**src/rtl/fpr_pkg.sv**
```systemverilog
package fpr_pkg;

  typedef enum logic {
    MODE_PAIRED = 1'b0,
    MODE_FLAT   = 1'b1
  } fpr_mode_e;

  localparam int CTRL_W       = 32;
  localparam logic [CTRL_W-1:0] CSR_WR_MASK = 32'h0183_FFFF;
  localparam logic [CTRL_W-1:0] REVISION    = 32'h0000_0A00;

  // status word layout: five exception kinds, low bit = inexact
  localparam int N_EXC        = 5;
  localparam int FLAG_LSB     = 2;
  localparam int ENABLE_LSB   = 7;
  localparam int CAUSE_LSB    = 12;
  localparam int CAUSE_UNIMPL = 17;

endpackage

```
**src/rtl/fpr_idx_map.sv**
```systemverilog
module fpr_idx_map
  import fpr_pkg::*;
#(
  parameter int IDX_W = 5
) (
  input  fpr_mode_e        mode,
  input  logic [IDX_W-1:0] s_idx,
  input  logic [IDX_W-1:0] d_idx,
  output logic [IDX_W-1:0] s_entry,
  output logic             s_hi,
  output logic [IDX_W-1:0] d_entry
);

  always_comb begin
    if (mode == MODE_FLAT) begin
      s_entry = s_idx;
      s_hi    = 1'b0;
      d_entry = d_idx;
    end else begin
      s_entry = {s_idx[IDX_W-1:1], 1'b0};
      s_hi    = s_idx[0];
      d_entry = {d_idx[IDX_W-1:1], 1'b0};
    end
  end

endmodule

```
**src/rtl/fpr_storage.sv**
```systemverilog
module fpr_storage #(
  parameter int N_ENT  = 32,
  parameter int HALF_W = 32,
  localparam int IDX_W = $clog2(N_ENT)
) (
  input  logic                clk,
  input  logic                rst,
  input  logic                s_wr_en,
  input  logic [IDX_W-1:0]    s_wr_entry,
  input  logic                s_wr_hi,
  input  logic [HALF_W-1:0]   s_wr_data,
  input  logic                d_wr_en,
  input  logic [IDX_W-1:0]    d_wr_entry,
  input  logic [2*HALF_W-1:0] d_wr_data,
  input  logic [IDX_W-1:0]    s_rd_entry,
  input  logic                s_rd_hi,
  input  logic [IDX_W-1:0]    d_rd_entry,
  output logic [HALF_W-1:0]   s_rd_q,
  output logic [2*HALF_W-1:0] d_rd_q
);

  logic [HALF_W-1:0] lo_q [N_ENT];
  logic [HALF_W-1:0] hi_q [N_ENT];

  // one write slot per half per entry; the single write overrides its half
  for (genvar e = 0; e < N_ENT; e++) begin : g_ent
    logic s_hit_lo, s_hit_hi, d_hit;
    assign s_hit_lo = s_wr_en && (s_wr_entry == IDX_W'(e)) && !s_wr_hi;
    assign s_hit_hi = s_wr_en && (s_wr_entry == IDX_W'(e)) &&  s_wr_hi;
    assign d_hit    = d_wr_en && (d_wr_entry == IDX_W'(e));

    always_ff @(posedge clk) begin
      if (rst) begin
        lo_q[e] <= '0;
        hi_q[e] <= '0;
      end else begin
        if (s_hit_lo)   lo_q[e] <= s_wr_data;
        else if (d_hit) lo_q[e] <= d_wr_data[HALF_W-1:0];
        if (s_hit_hi)   hi_q[e] <= s_wr_data;
        else if (d_hit) hi_q[e] <= d_wr_data[2*HALF_W-1:HALF_W];
      end
    end
  end

  // registered reads see contents before this cycle's writes
  always_ff @(posedge clk) begin
    if (rst) begin
      s_rd_q <= '0;
      d_rd_q <= '0;
    end else begin
      s_rd_q <= s_rd_hi ? hi_q[s_rd_entry] : lo_q[s_rd_entry];
      d_rd_q <= {hi_q[d_rd_entry], lo_q[d_rd_entry]};
    end
  end

  // a lone low-half single write leaves the upper half untouched
  a_r5_other_half_kept: assert property (@(posedge clk) disable iff (rst)
    (s_wr_en && !s_wr_hi && !d_wr_en) |=>
      (hi_q[$past(s_wr_entry)] == $past(hi_q[s_wr_entry])));

  // single write wins its half on a same-entry collision
  a_r7_single_wins: assert property (@(posedge clk) disable iff (rst)
    (s_wr_en && d_wr_en && (s_wr_entry == d_wr_entry) && s_wr_hi) |=>
      (hi_q[$past(s_wr_entry)] == $past(s_wr_data)));

endmodule

```
**src/rtl/fpr_ctrl.sv**
```systemverilog
module fpr_ctrl
  import fpr_pkg::*;
#(
  parameter int IDX_W = 5
) (
  input  logic              clk,
  input  logic              rst,
  input  logic              wr_en,
  input  logic [IDX_W-1:0]  wr_idx,
  input  logic [CTRL_W-1:0] wr_data,
  input  logic [IDX_W-1:0]  rd_idx,
  output logic [CTRL_W-1:0] rd_data,
  output logic              exc_req
);

  localparam logic [IDX_W-1:0] IDX_REV  = '0;
  localparam logic [IDX_W-1:0] IDX_CSR  = '1;

  logic [CTRL_W-1:0] csr_q;
  logic [CTRL_W-1:0] csr_next;
  logic [N_EXC-1:0]  armed;
  logic              csr_wr;
  logic              trigger;

  assign csr_wr   = wr_en && (wr_idx == IDX_CSR);
  assign csr_next = wr_data & CSR_WR_MASK;
  assign armed    = csr_next[CAUSE_LSB +: N_EXC] & csr_next[ENABLE_LSB +: N_EXC];
  assign trigger  = csr_wr && ((|armed) || csr_next[CAUSE_UNIMPL]);

  always_ff @(posedge clk) begin
    if (rst) begin
      csr_q   <= '0;
      rd_data <= '0;
      exc_req <= 1'b0;
    end else begin
      if (csr_wr) csr_q <= csr_next;
      exc_req <= trigger;
      if (rd_idx == IDX_REV)      rd_data <= REVISION;
      else if (rd_idx == IDX_CSR) rd_data <= csr_q;
      else                        rd_data <= '0;
    end
  end

  // reserved status bits never hold a one
  a_r8_reserved_clear: assert property (@(posedge clk) disable iff (rst)
    (csr_q & ~CSR_WR_MASK) == '0);

  // request only follows a write to the status index
  a_r10_req_needs_write: assert property (@(posedge clk) disable iff (rst)
    exc_req |-> $past(wr_en && (wr_idx == IDX_CSR)));

  // unimplemented cause always raises the request
  a_r10_unimpl_raises: assert property (@(posedge clk) disable iff (rst)
    (wr_en && (wr_idx == IDX_CSR) && wr_data[CAUSE_UNIMPL]) |=> exc_req);

  // revision index reads its fixed word
  a_r11_revision: assert property (@(posedge clk) disable iff (rst)
    ($past(!rst) && $past(rd_idx == IDX_REV)) |-> (rd_data == REVISION));

endmodule

```
**src/rtl/fpu_regfile_top.sv**
```systemverilog
module fpu_regfile_top
  import fpr_pkg::*;
#(
  parameter int N_REGS = 32,
  parameter int HALF_W = 32,
  localparam int IDX_W = $clog2(N_REGS)
) (
  input  logic                clk,
  input  logic                rst,
  input  logic                mode_flat,
  input  logic [IDX_W-1:0]    s_rd_idx,
  output logic [HALF_W-1:0]   s_rd_data,
  input  logic [IDX_W-1:0]    d_rd_idx,
  output logic [2*HALF_W-1:0] d_rd_data,
  input  logic                s_wr_en,
  input  logic [IDX_W-1:0]    s_wr_idx,
  input  logic [HALF_W-1:0]   s_wr_data,
  input  logic                d_wr_en,
  input  logic [IDX_W-1:0]    d_wr_idx,
  input  logic [2*HALF_W-1:0] d_wr_data,
  input  logic                c_wr_en,
  input  logic [IDX_W-1:0]    c_wr_idx,
  input  logic [CTRL_W-1:0]   c_wr_data,
  input  logic [IDX_W-1:0]    c_rd_idx,
  output logic [CTRL_W-1:0]   c_rd_data,
  output logic                exc_req
);

  localparam int N_PAIRS = 2;  // 0 = read pair, 1 = write pair

  fpr_mode_e        mode;
  logic [IDX_W-1:0] m_s_idx   [N_PAIRS];
  logic [IDX_W-1:0] m_d_idx   [N_PAIRS];
  logic [IDX_W-1:0] m_s_entry [N_PAIRS];
  logic             m_s_hi    [N_PAIRS];
  logic [IDX_W-1:0] m_d_entry [N_PAIRS];

  assign mode       = fpr_mode_e'(mode_flat);
  assign m_s_idx[0] = s_rd_idx;
  assign m_d_idx[0] = d_rd_idx;
  assign m_s_idx[1] = s_wr_idx;
  assign m_d_idx[1] = d_wr_idx;

  for (genvar p = 0; p < N_PAIRS; p++) begin : g_map
    fpr_idx_map #(.IDX_W(IDX_W)) u_map (
      .mode    (mode),
      .s_idx   (m_s_idx[p]),
      .d_idx   (m_d_idx[p]),
      .s_entry (m_s_entry[p]),
      .s_hi    (m_s_hi[p]),
      .d_entry (m_d_entry[p])
    );
  end

  fpr_storage #(.N_ENT(N_REGS), .HALF_W(HALF_W)) u_store (
    .clk        (clk),
    .rst        (rst),
    .s_wr_en    (s_wr_en),
    .s_wr_entry (m_s_entry[1]),
    .s_wr_hi    (m_s_hi[1]),
    .s_wr_data  (s_wr_data),
    .d_wr_en    (d_wr_en),
    .d_wr_entry (m_d_entry[1]),
    .d_wr_data  (d_wr_data),
    .s_rd_entry (m_s_entry[0]),
    .s_rd_hi    (m_s_hi[0]),
    .d_rd_entry (m_d_entry[0]),
    .s_rd_q     (s_rd_data),
    .d_rd_q     (d_rd_data)
  );

  fpr_ctrl #(.IDX_W(IDX_W)) u_ctrl (
    .clk     (clk),
    .rst     (rst),
    .wr_en   (c_wr_en),
    .wr_idx  (c_wr_idx),
    .wr_data (c_wr_data),
    .rd_idx  (c_rd_idx),
    .rd_data (c_rd_data),
    .exc_req (exc_req)
  );

  // in paired mode an odd double reads the same entry as its even partner
  a_r3_double_alias: assert property (@(posedge clk) disable iff (rst)
    (!mode_flat && d_rd_idx[0]) |-> (m_d_entry[0] == (d_rd_idx ^ IDX_W'(1))));

endmodule

```
**config.mk**
```make
export PLATFORM = sky130hd
export DESIGN_NAME = fpu_regfile_top
export DESIGN_NICKNAME = d
export VERILOG_FILES = /design/src/rtl/fpr_pkg.sv /design/src/rtl/fpr_idx_map.sv /design/src/rtl/fpr_storage.sv /design/src/rtl/fpr_ctrl.sv /design/src/rtl/fpu_regfile_top.sv
export SDC_FILE = /design/constraint.sdc
export NUM_CORES = 2
export LEC_CHECK = 0
export BUFFER_PORTS_ARGS = -buffer_cell sky130_fd_sc_hd__clkbuf_2
export CORE_MARGIN = 2
export CORE_UTILIZATION = 40
export DETAILED_ROUTE_END_ITERATION = 8
export MAX_ROUTING_LAYER = met4
export PLACE_DENSITY_LB_ADDON = 0.1
export SYNTH_ARGS = -nofsm -noshare
export SYNTH_HDL_FRONTEND = slang
export SYNTH_SLANG_ARGS = --single-unit
```
**constraint.sdc**
```tcl
create_clock -name clk -period 5.9 [get_ports clk]
set_input_delay 1.77 -clock clk [delete_from_list [all_inputs] [get_ports clk]]
set_output_delay 1.77 -clock clk [all_outputs]
set_load 0.02 [all_outputs]
```
; After elaboration in Yosys (flattened, before gate mapping)
; Memory sizes are Yosys's and may differ from the RTL's. A register that Yosys moved wholly into a read port is not among the register bits.
; Cells that the tools add are included.
[word_totals]
register_bits = 73
ram_bits = 2048
word_cells = 893
mem_count = 2
[memory_table]
columns = name, words, word_bits, rd, rd_clocked_by_memory_dff, wr, line_no
row1 = u_store.hi_q, 32, 32, 2, 1, 32, fpr_storage.sv:23  ; logic [HALF_W-1:0] hi_q [N_ENT];
row2 = u_store.lo_q, 32, 32, 2, 1, 32, fpr_storage.sv:22  ; logic [HALF_W-1:0] lo_q [N_ENT];
[classes]
eq_ne = 64
muxes = 555
bitwise = 130
reduce_logical = 137
[ops]
columns = cell, count
row1 = $mux W32, 129
row2 = $mux W1, 424
row3 = $eq A5 B5 Y1 const B, 34
row4 = $logic_and A1 B1 Y1, 130
row5 = $or A1 B1 Y1, 128
row6 = $eq A5 B4 Y1 const B, 16
row7 = $eq A5 B3 Y1 const B, 8
row8 = $mux W12, 2
row9 = $eq A5 B2 Y1 const B, 4
row10 = $logic_not A5 Y1, 3
row11 = $eq A5 B1 Y1 const B, 2
row12 = $and A5 B5 Y5, 1
row13 = $reduce_or A5 Y1, 1
row14 = $reduce_or A3 Y1, 1
row15 = $logic_not A1 Y1, 1
row16 = $logic_or A1 B1 Y1, 1
row17 = $not A1 Y1, 1

; Longest topological paths before layout
[logic_depth]
ltp_word = 9
mapped_depth = 13
ltp_nobuf = 7

; Modules after synthesis
; From an unflattened synthesis, not the netlist that was laid out.
[hier_totals]
hier_cells = 7726
area_unflattened_um2 = 120649.5
[by_module_without_submodules]
columns = mod, n_inst, cells_each, area_per_inst_um2
row1 = fpr_storage, 1, 7550, 118867.8
row2 = fpr_ctrl, 1, 154, 1614.0
row3 = fpr_idx_map, 2, 11, 83.8

; Worst setup path after synthesis
; No wires, ideal clock.
[synth_timing]
path_kind = input port to flip-flop
startpoint = in mode_flat
endpoint = mem u_store.hi_q[0][0], enable pin
setup_time_ns = 0.466
t_arrival_ns = 4.988
setup_slack_ns = 0.447
path_stages = 5
path_buffers = 3
path_cell_list = buf_4 -> or3b_2 -> clkbuf_1 -> buf_2 -> o21ai_0
[synth_lines]
columns = element, line_no
row1 = from (decl), fpu_regfile_top.sv:10  ; input logic mode_flat,
row2 = to (decl), fpr_storage.sv:23

; Final worst setup path
[layout_timing]
startpoint = in mode_flat
endpoint = reg u_store.s_rd_q[10]
[layout_between]
elab_chain_len = 3
elab_cells_between_ends = 5
[layout_lines]
columns = element, line_no
row1 = $mux W1, fpr_idx_map.sv:15  ; if (mode == MODE_FLAT) begin
row2 = "$mem_v2 Z32 W32, on equally long branches", n/a
row3 = $mux W32 *, fpr_storage.sv:51  ; s_rd_q <= s_rd_hi ? hi_q[s_rd_entry] : lo_q[s_rd_entry];
row4 = to (signal assigned), fpr_storage.sv:51
row5 = to (decl), fpr_storage.sv:18  ; output logic [HALF_W-1:0] s_rd_q,
; Every way passes the cells marked *; elsewhere a longest branch is shown, timed or not.
; A chain may end at the register's enable or synchronous reset.

==> impl_metrics.json <==
{
  "layout-drive-gt1-share_pct": 23.33,
  "post_cts_resized": 0,
  "hold_viol": 0,
  "avgSynthCellArea_um2": 12.96,
  "p_comb_share_pct": 13.6,
  "ys_types": 59,
  "cp-end-kind": "flip-flop",
  "cts_num_sinks": 2185,
  "pwr-share-clk_pct": 41.0,
  "finalClockSkew_ps": 45.65,
  "grt_pass1_vias": 91850,
  "slew_viol_final": 0,
  "yosys.area.top_type_share_pct": 51.60,
  "area_growth_pct": 14.59,
  "cts_tree": "built",
  "path_cells": "clkbuf_2 -> and2_4 -> buf_12 -> buf_4 -> nand2_1 -> a32oi_1 -> a31oi_1 -> nor4_1 -> buf_4 -> and3_1",
  "start_util_pct": 40.19,
  "grt_remaining_overflow": 0,
  "hold_ws_ps": 441.7,
  "tritoncts.num_buffers": 268,
  "hold_start": "u_ctrl.csr_q[2]$_SDFFE_PP0P_",
  "wire_per_inst_um": 45.45,
  "clkSlewWorstSetupHoldPaths_ps": 60,
  "status": "complete, no violations",
  "via_per_inst": 7.282,
  "layout_setup_ws_ps": 1184,
  "io_pins": 293,
  "coreArea_um2": 296500,
  "slowest_delay_ps": 930,
  "leakagePower_nw": 48.18,
  "die_h_um": 549.9,
  "final_cells": 13320,
  "dieArea_um2": 302300,
  "cts_hold_buf": 0,
  "vias": 96980,
  "period_needed_ps": 4716,
  "async_flop_share_pct": 0,
  "powerDensity_nw_per_um2": 297.2,
  "netlist_top_cells_area": "edfxtp_1 52%, mux4_2 14%, a22o_1 11%",
  "drc_errors": 0,
  "yosys_register_bits": 2185,
  "pre_cts_ws_ps": 437.5,
  "worst-slew-pin-transition_ps": 1410,
  "reg2reg_to": "u_store.s_rd_q[15]$_SDFF_PP0_",
  "relSlewSlack_pct": 5.669,
  "synthFlopType": "edfxtp_1",
  "critical_path_arrival_ps": 5540,
  "critPathMaxFanout": 62,
  "p_int_w": 0.02937,
  "dr.pass1.iters": 6,
  "crit_end": "u_store.s_rd_q[10]$_SDFF_PP0_",
  "r2r_setup_slack_ps": 3060,
  "io_buffers": 268,
  "h-tree-depth": 5,
  "crit_family": "simple AND/OR/NAND/NOR gates",
  "fmax_ghz": 0.2120,
  "swShare_pct": 27.64,
  "clkLatencyLatePin_ps": 940,
  "antenna_found_initial": 68,
  "clockBufferDepth": 4,
  "maxCapViolCount": 0,
  "place_inst": 12770,
  "cp-start-kind": "input port",
  "synth_top_cell_by_area": "edfxtp_1",
  "crit_start": "mode_flat",
  "path_class": "input port to flip-flop",
  "finalCritPeriodShare_pct": 79.94,
  "reg2reg_from": "u_store.lo_q[26][15]$_DFFE_PP_",
  "die_x_um": 549.9,
  "rsz0062_at_grt": "false",
  "track_usage_pct": 40.21,
  "peakVddDrop_mv": 0.2132,
  "netlist_area_um2": 119200,
  "grt_max_degree": 69,
  "yosys_warnings": 0,
  "dp_hpwl_mm": 346.1,
  "post-cts-setup-buffers": 0,
  "crit_cells": 10,
  "antenna_left": 0,
  "worst-path-buf-inv": 4,
  "num-fill-cells": 26280,
  "rows": 200,
  "nNetsFinal": 9263,
  "cp_data_required_time_ps": 6730,
  "hp-class": "flip-flop to flip-flop",
  "final.setup.tns_ps": 0,
  "drt_iter0_drc": 18530,
  "setup_viol": 0,
  "worstRegToRegCells": 5,
  "routed_wl_mm": 605.2,
  "grt_pass1_wl_mm": 801.9,
  "gp_congestion": 0.9520,
  "path_common_cell": "buf_4",
  "cp_slowest_cell": "and2_4",
  "ys_seq_area_share_pct": 53.90,
  "clk_root_buffer_cell": "clkbuf_16",
  "syn_inst": 9197,
  "p_seq_share_pct": 45.4,
  "synth_enable_flop_cells": 2048,
  "switchingPower_w": 0.01122
}
-- metal layers --
layer  GRT usage [%]  wire (um)  vias up
li1                -          -    36240
met1           51.74     220900    49580
met2           54.25     250500     9358
met3           14.66      93560     1804
met4           22.98      40350        0
met5               -          0        -
-- worst min path at each step --
stage | endpoint | slack [ps] | cells past startpoint
2_1_floorplan | u_ctrl.rd_data[11]$_SDFF_PP0_ | 430 | 1
3_3_place_gp | u_ctrl.rd_data[12]$_SDFF_PP0_ | 440 | 1
3_5_place_dp | u_ctrl.rd_data[23]$_SDFF_PP0_ | 440 | 1
4_1_cts | u_ctrl.csr_q[15]$_SDFFE_PP0P_ | 450 | 2
5_1_grt | u_ctrl.rd_data[23]$_SDFF_PP0_ | 460 | 1
6_report | u_ctrl.rd_data[2]$_SDFF_PP0_ | 440 | 1
-- cells in the final DEF, fill, tap and decap left out, types with 68 or more instances in the layout --
cell type	count
dfxtp_1	137
nand3_1	306
mux4_2	755
clkbuf_2	260
nor2_4	68
o22ai_1	88
clkbuf_16	282
mux2i_1	353
a22o_1	1474
diode_2	68
nor2_1	125
nand2_1	1192
a31oi_1	111
buf_4	421
a32oi_1	115
and2_1	533
buf_12	138
edfxtp_1	2048
a21oi_1	271
-- flip-flops by register name, summed over array words and instances (netlist names) --
register        cells
u_store.d_rd_q     64
u_store.s_rd_q     32
u_ctrl.csr_q       20
u_ctrl.exc_req      1
u_ctrl.rd_data     20
u_store.lo_q     1024
u_store.hi_q     1024
-- logic make-up after synthesis --
family,count (synthesis),share of synthesized area (%)
AND/OR/NAND/NOR,2436,9.502
multiplexers,1110,17.25
other,1,0.003146
flip-flops,2185,53.90
buffers and inverters,1207,4.312
AO/OA/AOI/OAI,2258,15.03
-- synthesized netlist by cell type (4+ instances only) --
cell and n:
o21a_1 16, and2_1 535, nand4_1 26, mux4_2 755, or2_2 5, nand2_1 1216, a21o_1 4, o211ai_1 4
a21oi_1 277, o21ai_1 4, or3_1 10, dfxtp_1 137, edfxtp_1 2048, buf_2 213, buf_6 18, a311oi_1 9
a31oi_1 119, buf_1 98, nand3_1 307, nor3_1 35, or4_1 8, buf_4 52, nand2b_1 13, a22o_1 1474
nor2b_1 10, o21bai_1 20, o21ai_0 59, a2111oi_0 36, nor2_1 194, and3_1 20, a211oi_1 8, clkbuf_1 822
nor4_1 49, mux2i_1 353, o22ai_1 88, o41ai_1 4, a32oi_1 115
-- per-stage QoR --
stage | total power [W] | utilization (%) | cell area (um^2)
after global routing | 0.04134 | 46.03 | 136500
after CTS | 0.04039 | 45.99 | 136400
after global placement | 0.02394 | 43.11 | 127800
final | 0.04058 | 46.06 | 136600
after detailed placement | 0.02401 | 43.11 | 127800
after floorplan | 0.02149 | - | 119200
-- power groups by stage --
| stage | Combinational, W | Clock [W] | Sequential (W) |
|---|---|---|---|
| 3_3_place_gp | 0.00529 | 0 | 0.0186 |
| 6_report | 0.00553 | 0.0166 | 0.0184 |
| 5_1_grt | 0.00558 | 0.0173 | 0.0185 |
| 4_1_cts | 0.00533 | 0.0167 | 0.0184 |
| 3_5_place_dp | 0.00532 | 0 | 0.0187 |
| 2_1_floorplan | 0.00285 | 0 | 0.0186 |
-- final cells by class --
class / count / area, um^2 / area share (%)
multi-input combinational: 5816 / 51350 / 37.60
tap: 3939 / 4928 / 3.609
sequential: 2185 / 64240 / 47.04
clock inverter: 125 / 1057 / 0.7741
clock buffer: 357 / 7480 / 5.477
antenna: 68 / 170.2 / 0.1246
timing repair buffer: 825 / 7330 / 5.367
inverter: 3 / 11.26 / 0.008245
Note: power is estimated with default switching activity, not from simulation.
